**config.mk**
```make
export PLATFORM = sky130hd
export DESIGN_NAME = aclink_gpi_capture
export DESIGN_NICKNAME = d
export VERILOG_FILES = /design/src/rtl/gpi_cap_pkg.sv /design/src/rtl/gpi_cap_ctrl.sv /design/src/rtl/gpi_cap_dp.sv /design/src/rtl/aclink_gpi_capture.sv
export SDC_FILE = /design/constraint.sdc
export NUM_CORES = 1
export LEC_CHECK = 0
export CAP_MARGIN = 15
export CORE_MARGIN = 4
export CORE_UTILIZATION = 50
export CTS_BUF_LIST = sky130_fd_sc_hd__clkbuf_8
export CTS_CLUSTER_SIZE = 40
export DETAILED_ROUTE_END_ITERATION = 10
export PLACE_DENSITY_LB_ADDON = 0.12
export RECOVER_POWER = 50
export SETUP_SLACK_MARGIN = 0.3
export SLEW_MARGIN = 5
export SYNTH_ARGS = -nofsm -noshare
export SYNTH_HDL_FRONTEND = slang
export SYNTH_SLANG_ARGS = --single-unit
```
**constraint.sdc**
```tcl
create_clock -name clk -period 3.45 [get_ports clk]
set_input_delay 0.69 -clock clk [delete_from_list [all_inputs] [get_ports clk]]
set_output_delay 0.69 -clock clk [all_outputs]
set_load 0.01 [all_outputs]
```
**src/rtl/gpi_cap_pkg.sv**
```systemverilog
package gpi_cap_pkg;
  localparam int NUM_CODEC  = 2;
  localparam int CODEC_W    = (NUM_CODEC > 1) ? $clog2(NUM_CODEC) : 1;
  localparam int SLOT_NUM_W = 4;
  localparam int SLOT_TAG   = 0;
  localparam int SLOT_MIC   = 6;
  localparam int SLOT_GPI   = 12;

  typedef struct packed {
    logic [NUM_CODEC-1:0] gpiLoad;
    logic                 micLoad;
    logic [CODEC_W-1:0]   micCodec;
    logic                 rdLocal;
    logic [CODEC_W-1:0]   rdCodec;
    logic                 rdFwd;
  } ctlStrobes_t;
endpackage

```
**src/rtl/gpi_cap_ctrl.sv**
```systemverilog
module gpi_cap_ctrl
  import gpi_cap_pkg::*;
#(
  parameter int SLOT_W       = 20,
  parameter int SAMPLE_W     = 16,
  parameter int ADDR_W       = 8,
  parameter int GPI_OFS      = 'h54,
  parameter int CODEC_STRIDE = 'h80
) (
  input  logic                  clk,
  input  logic                  rstN,
  input  logic                  slotStb,
  input  logic [SLOT_NUM_W-1:0] slotNum,
  input  logic [CODEC_W-1:0]    slotCodec,
  input  logic [SLOT_W-1:0]     slotData,
  input  logic                  frameEnd,
  input  logic                  regRd,
  input  logic [ADDR_W-1:0]     regAddr,
  input  logic                  gpiIntEn,
  input  logic                  intClr,
  output ctlStrobes_t           ctl,
  output logic                  irq
);
  localparam int TAG_BIT  = SLOT_W - 1 - SLOT_MIC;
  localparam int FLAG_BIT = SLOT_W - SAMPLE_W;

  logic [NUM_CODEC-1:0] micTag;
  logic [NUM_CODEC-1:0] localHit;
  logic                 isGpi;
  logic                 isMic;
  logic                 isTag;
  logic                 changeSeen;
  logic                 intSts;

  assign isGpi = slotStb && (slotNum == SLOT_NUM_W'(SLOT_GPI));
  assign isMic = slotStb && (slotNum == SLOT_NUM_W'(SLOT_MIC));
  assign isTag = slotStb && (slotNum == SLOT_NUM_W'(SLOT_TAG));
  assign changeSeen = isGpi && slotData[FLAG_BIT] && gpiIntEn;

  for (genvar k = 0; k < NUM_CODEC; k++) begin : gCodec
    always_ff @(posedge clk) begin
      if (!rstN) begin
        micTag[k] <= 1'b0;
      end else if (isTag && slotCodec == CODEC_W'(k)) begin
        micTag[k] <= slotData[TAG_BIT];
      end else if (frameEnd && slotCodec == CODEC_W'(k)) begin
        micTag[k] <= 1'b0;
      end
    end
    assign localHit[k] = regRd && (regAddr == ADDR_W'(GPI_OFS + k * CODEC_STRIDE));
  end

  always_comb begin
    ctl = '0;
    for (int k = 0; k < NUM_CODEC; k++) begin
      ctl.gpiLoad[k] = isGpi && (slotCodec == CODEC_W'(k));
      if (localHit[k]) ctl.rdCodec = CODEC_W'(k);
    end
    ctl.micLoad  = isMic && micTag[slotCodec];
    ctl.micCodec = slotCodec;
    ctl.rdLocal  = |localHit;
    ctl.rdFwd    = regRd && !(|localHit);
  end

  always_ff @(posedge clk) begin
    if (!rstN) begin
      intSts <= 1'b0;
    end else if (changeSeen) begin
      intSts <= 1'b1;
    end else if (intClr) begin
      intSts <= 1'b0;
    end
  end
  assign irq = intSts;

  a_r6_irq_sticky: assert property (@(posedge clk) disable iff (!rstN)
    (irq && !intClr) |=> irq);
  a_r5_irq_cause: assert property (@(posedge clk) disable iff (!rstN)
    (!irq && !(isGpi && slotData[FLAG_BIT] && gpiIntEn)) |=> !irq);
endmodule

```
**src/rtl/gpi_cap_dp.sv**
```systemverilog
module gpi_cap_dp
  import gpi_cap_pkg::*;
#(
  parameter int SLOT_W   = 20,
  parameter int SAMPLE_W = 16,
  parameter int ADDR_W   = 8
) (
  input  logic                clk,
  input  logic                rstN,
  input  logic [SLOT_W-1:0]   slotData,
  input  logic [ADDR_W-1:0]   regAddr,
  input  ctlStrobes_t         ctl,
  output logic                rdValid,
  output logic [SAMPLE_W-1:0] rdData,
  output logic                cmdFwd,
  output logic [ADDR_W-1:0]   cmdAddr,
  output logic                micValid,
  output logic [SAMPLE_W-1:0] micData,
  output logic [CODEC_W-1:0]  micSrc
);
  logic [SAMPLE_W-1:0] payload;
  logic [SAMPLE_W-1:0] gpiReg [NUM_CODEC];

  assign payload = slotData[SLOT_W-1 -: SAMPLE_W];

  for (genvar k = 0; k < NUM_CODEC; k++) begin : gStat
    always_ff @(posedge clk) begin
      if (!rstN) begin
        gpiReg[k] <= '0;
      end else if (ctl.gpiLoad[k]) begin
        gpiReg[k] <= payload;
      end
    end
    a_r9_hold: assert property (@(posedge clk) disable iff (!rstN)
      !ctl.gpiLoad[k] |=> $stable(gpiReg[k]));
  end

  always_ff @(posedge clk) begin
    if (!rstN) begin
      rdValid  <= 1'b0;
      rdData   <= '0;
      cmdFwd   <= 1'b0;
      cmdAddr  <= '0;
      micValid <= 1'b0;
      micData  <= '0;
      micSrc   <= '0;
    end else begin
      rdValid  <= ctl.rdLocal;
      cmdFwd   <= ctl.rdFwd;
      micValid <= ctl.micLoad;
      if (ctl.rdLocal) rdData <= gpiReg[ctl.rdCodec];
      if (ctl.rdFwd) cmdAddr <= regAddr;
      if (ctl.micLoad) begin
        micData <= payload;
        micSrc  <= ctl.micCodec;
      end
    end
  end
endmodule

```
**src/rtl/aclink_gpi_capture.sv**
```systemverilog
module aclink_gpi_capture
  import gpi_cap_pkg::*;
#(
  parameter int SLOT_W       = 20,
  parameter int SAMPLE_W     = 16,
  parameter int ADDR_W       = 8,
  parameter int GPI_OFS      = 'h54,
  parameter int CODEC_STRIDE = 'h80
) (
  input  logic                  clk,
  input  logic                  rstN,
  input  logic                  slotStb,
  input  logic [SLOT_NUM_W-1:0] slotNum,
  input  logic [CODEC_W-1:0]    slotCodec,
  input  logic [SLOT_W-1:0]     slotData,
  input  logic                  frameEnd,
  input  logic                  regRd,
  input  logic [ADDR_W-1:0]     regAddr,
  output logic                  rdValid,
  output logic [SAMPLE_W-1:0]   rdData,
  output logic                  cmdFwd,
  output logic [ADDR_W-1:0]     cmdAddr,
  input  logic                  gpiIntEn,
  input  logic                  intClr,
  output logic                  irq,
  output logic                  micValid,
  output logic [SAMPLE_W-1:0]   micData,
  output logic [CODEC_W-1:0]    micSrc
);
  ctlStrobes_t ctl;

  gpi_cap_ctrl #(
    .SLOT_W(SLOT_W), .SAMPLE_W(SAMPLE_W), .ADDR_W(ADDR_W),
    .GPI_OFS(GPI_OFS), .CODEC_STRIDE(CODEC_STRIDE)
  ) uCtrl (
    .clk(clk), .rstN(rstN), .slotStb(slotStb), .slotNum(slotNum),
    .slotCodec(slotCodec), .slotData(slotData), .frameEnd(frameEnd),
    .regRd(regRd), .regAddr(regAddr), .gpiIntEn(gpiIntEn), .intClr(intClr),
    .ctl(ctl), .irq(irq)
  );

  gpi_cap_dp #(
    .SLOT_W(SLOT_W), .SAMPLE_W(SAMPLE_W), .ADDR_W(ADDR_W)
  ) uDp (
    .clk(clk), .rstN(rstN), .slotData(slotData), .regAddr(regAddr), .ctl(ctl),
    .rdValid(rdValid), .rdData(rdData), .cmdFwd(cmdFwd), .cmdAddr(cmdAddr),
    .micValid(micValid), .micData(micData), .micSrc(micSrc)
  );

  a_r3_local_no_cmd: assert property (@(posedge clk) disable iff (!rstN)
    rdValid |-> !cmdFwd);
  a_r4_fwd_addr: assert property (@(posedge clk) disable iff (!rstN)
    cmdFwd |-> (cmdAddr == $past(regAddr)));
  a_r7_mic_from_slot6: assert property (@(posedge clk) disable iff (!rstN)
    micValid |-> $past(slotStb && slotNum == SLOT_NUM_W'(SLOT_MIC)));
endmodule

```
==> results.cfg <==
[die]
start_util_pct = 52.0
rows = 29
io_pins = 85
core_region_area_sq_mm = 0.00639
die_h_um = 89.5
die_width_um = 89.5
design.die.area_sq_mm = 0.00801

[synthesis]
synthCells = 303
compound_cell_area_share_of_the_yosys_netlist_pct = 3.24
postSynthRegisterBits = 79
synth_largest_area_cell = edfxtp_1
synth-warning-count = 0
synth_simple_gate_area_share_pct = 19.6
synth_top_area_share_pct = 28.9
synth_flop_cell = dfxtp_1
synth_xor_area_share_pct = 0
synthAdderAreaFrac_pct = 0
sequential_to_total_area_share_from_yosys_stat_pct = 57.2
synth_commonest_cells = nand2_1, dfxtp_1, mux2i_1
syn-cell-area_sq_mm = 0.00332
synth_area_leaders = edfxtp_1, dfxtp_1, mux2i_1
syn_nets = 343
synth_mux_area_share_pct = 16.3
post_synth.cell_area_avg_sq_um = 11.0
synth_async_sr_flop_share_pct = 0
main_combinational_cell_family_by_area_after_synthesis = simple AND/OR/NAND/NOR gates
synth-edff-count = 32
yosysUniqueCellTypes = 32
synthMostInstantiatedCell = nand2_1

[worst_setup_path]
crit_slowest_cell = clkbuf_1
cp_max_fo = 18
start_kind = primary input
required_ns = 3.70
worst-r2r-cell-count = 4
timing.critical_path.arrival_ns = 2.96
crit_path_frequent_cell = mux2i_1
worst_path_largest_cell_delay_ns = 1.00
rrSetupSlack_ns = 1.40
worst-setup-path-type = in2reg
critical_path.endpoint_type = register
crit_chain = clkdlybuf4s50_1 > mux2i_1 > nor4_4 > clkbuf_1 > mux2i_1

[drt]
drc_markers = 0
routedWlPerCell_um = 14.6
vias = 2358
dr.first_iter.drc_count = 88
detail_route.wirelength_um = 6760
dr.pass1.iters = 4
vias_per_cell = 5.09
final_antenna_net_count = 0

[layout]
multi_input_area_sq_mm = 0.00130
number_of_inserted_filler_cells_in_the_final_layout = 526
final_net_count = 421
fin_area_sq_mm = 0.00435
area.growth.synth_to_final_pct = 31.0
final_layout_size_suffix_gt1_share_pct = 10.4
antennaDiodeCount = 0
seq_area_sq_mm = 0.00190

[global_route]
globalRouteTotalUtil_pct = 18.1
grt_pass1_vias = 2342
grt_max_degree = 53
overall_overflow_remaining_after_global_route = 0
grt_first_pass_wirelength_um = 10900
antenna_found_initial = 0

[sta]
worst_slew_margin_rel_pct = 11.4
fmaxAchievable_ghz = 0.369
tns_ns = 0
worst_slew_pin_slew_ns = 1.33
clock-skew-final_ns = 0.00804
setup_viol = 0
rsz0062_at_grt = no
final_min_period_over_clock_period_pct = 78.6
post_layout_min_period_ns = 2.71
final_max_slew_viol_count = 0
final_hold_viol_count = 0

[clock_tree]
hold_fix_buffer_count_after_cts = 0
clk_pin_slew_worst_paths_ns = 0.07
cts_tree = yes
cts_buffer_count = 9
clock-root-buffer = clkbuf_8
insertion_delay_ns = 0.34
number_of_h_tree_levels = 3
ctsLongestPathBuffers = 2
cts_resized = 0
clock-sinks = 79
cts.repair_timing.setup_buffer_count = 0

[power_and_ir_drop]
vdd.ir_drop.worst_v = 0.000279
static-leakage-power_uw = 0.00183
power_density_normalized_to_cell_area_mw_per_mm2 = 426

[run_status]
status = finished clean

[place]
dp_hpwl_um = 4640
port_buffers = 80
placedInstanceArea_sq_mm = 0.00416
routabilityCongestion = 0.819

[worst_hold_path]
worst_hold_path_type = reg2reg
worst_hold_path.num_cells = 2

[flow_run]
maxCapViolations = 0
[worst max-delay path: cells and delay by family]
kind / cells / cell delay [ns]
buffers and inverters: 2 / 1.60
muxes: 2 / 0.45
and+or+nand+nor: 1 / 0.21
[registers in the layout, indices dropped and copies added, names as in the netlist, 2 cells and up]
register and count:
uDp.cmdAddr 8, uDp.gpiReg 32, uCtrl.micTag 2, uDp.micData 16, uDp.rdData 16
[worst paths after layout]
kind / endpoint / from
max: uDp.micData[14] / slotCodec
min: uDp.micData[7] / uDp.micData[7]
max reg2reg: uDp.micData[14] / uCtrl.micTag[1]
min reg2reg: uDp.micData[7] / uDp.micData[7]
[power breakdown]
part,total [uW],switching [uW],internal (uW)
Clock,700,311,389
Combinational,147,71.8,75.4
Sequential,1010,8.25,997
Total,1850,391,1460
[metal layers]
layer | GRT usage [%] | share of wire, % | vias up
met3 | 4.70 | 6.7 | 9
met1 | 23.8 | 46 | 1091
li1 | - | - | 1188
met5 | 0 | 0 | -
met4 | 9.47 | 1.6 | 0
met2 | 27.5 | 46 | 70
[logic make-up after synthesis]
group	after synthesis
simple gates	134
buf+inv	22
compound gates	16
flops	79
mux	52
[per-stage QoR]
step           total power, uW  utilization [%]  hold slack [ns]  instances  setup WS, ns
4_1_cts                   1880             68.3            0.463        463          1.37
6_report                  1850             68.2            0.456        463         0.737
3_5_place_dp              1180             65.1            0.449        447          1.01
2_1_floorplan             1100                -            0.469        303         0.771
3_3_place_gp              1170             65.1            0.442        447          1.05
5_1_grt                   1930             68.2            0.480        463         0.629
[cell usage in the layout (no fill, tap or decap), types with 2 or more instances in the layout]
master	instances
edfxtp_1	32
o221a_2	2
a21oi_1	3
clkdlybuf4s50_1	34
buf_4	3
dlygate4sd3_1	45
inv_1	5
nor3b_1	2
clkinv_2	2
nor2_1	6
o21ai_1	2
dfxtp_1	47
nand2_1	77
and4_1	3
clkbuf_8	12
and2_1	35
nand3_1	5
mux2i_1	36
mux2_2	16
o21ai_0	4
[layout make-up]
cell class,instances,share of cell area (%)
clock buffer,12,3.79
multi-input combinational,202,30.0
clock inverter,4,1.01
timing repair buffer,85,19.0
sequential,79,43.7
inverter,4,0.345
tap,77,2.21
No activity file was read; power rests on OpenSTA's default activity.
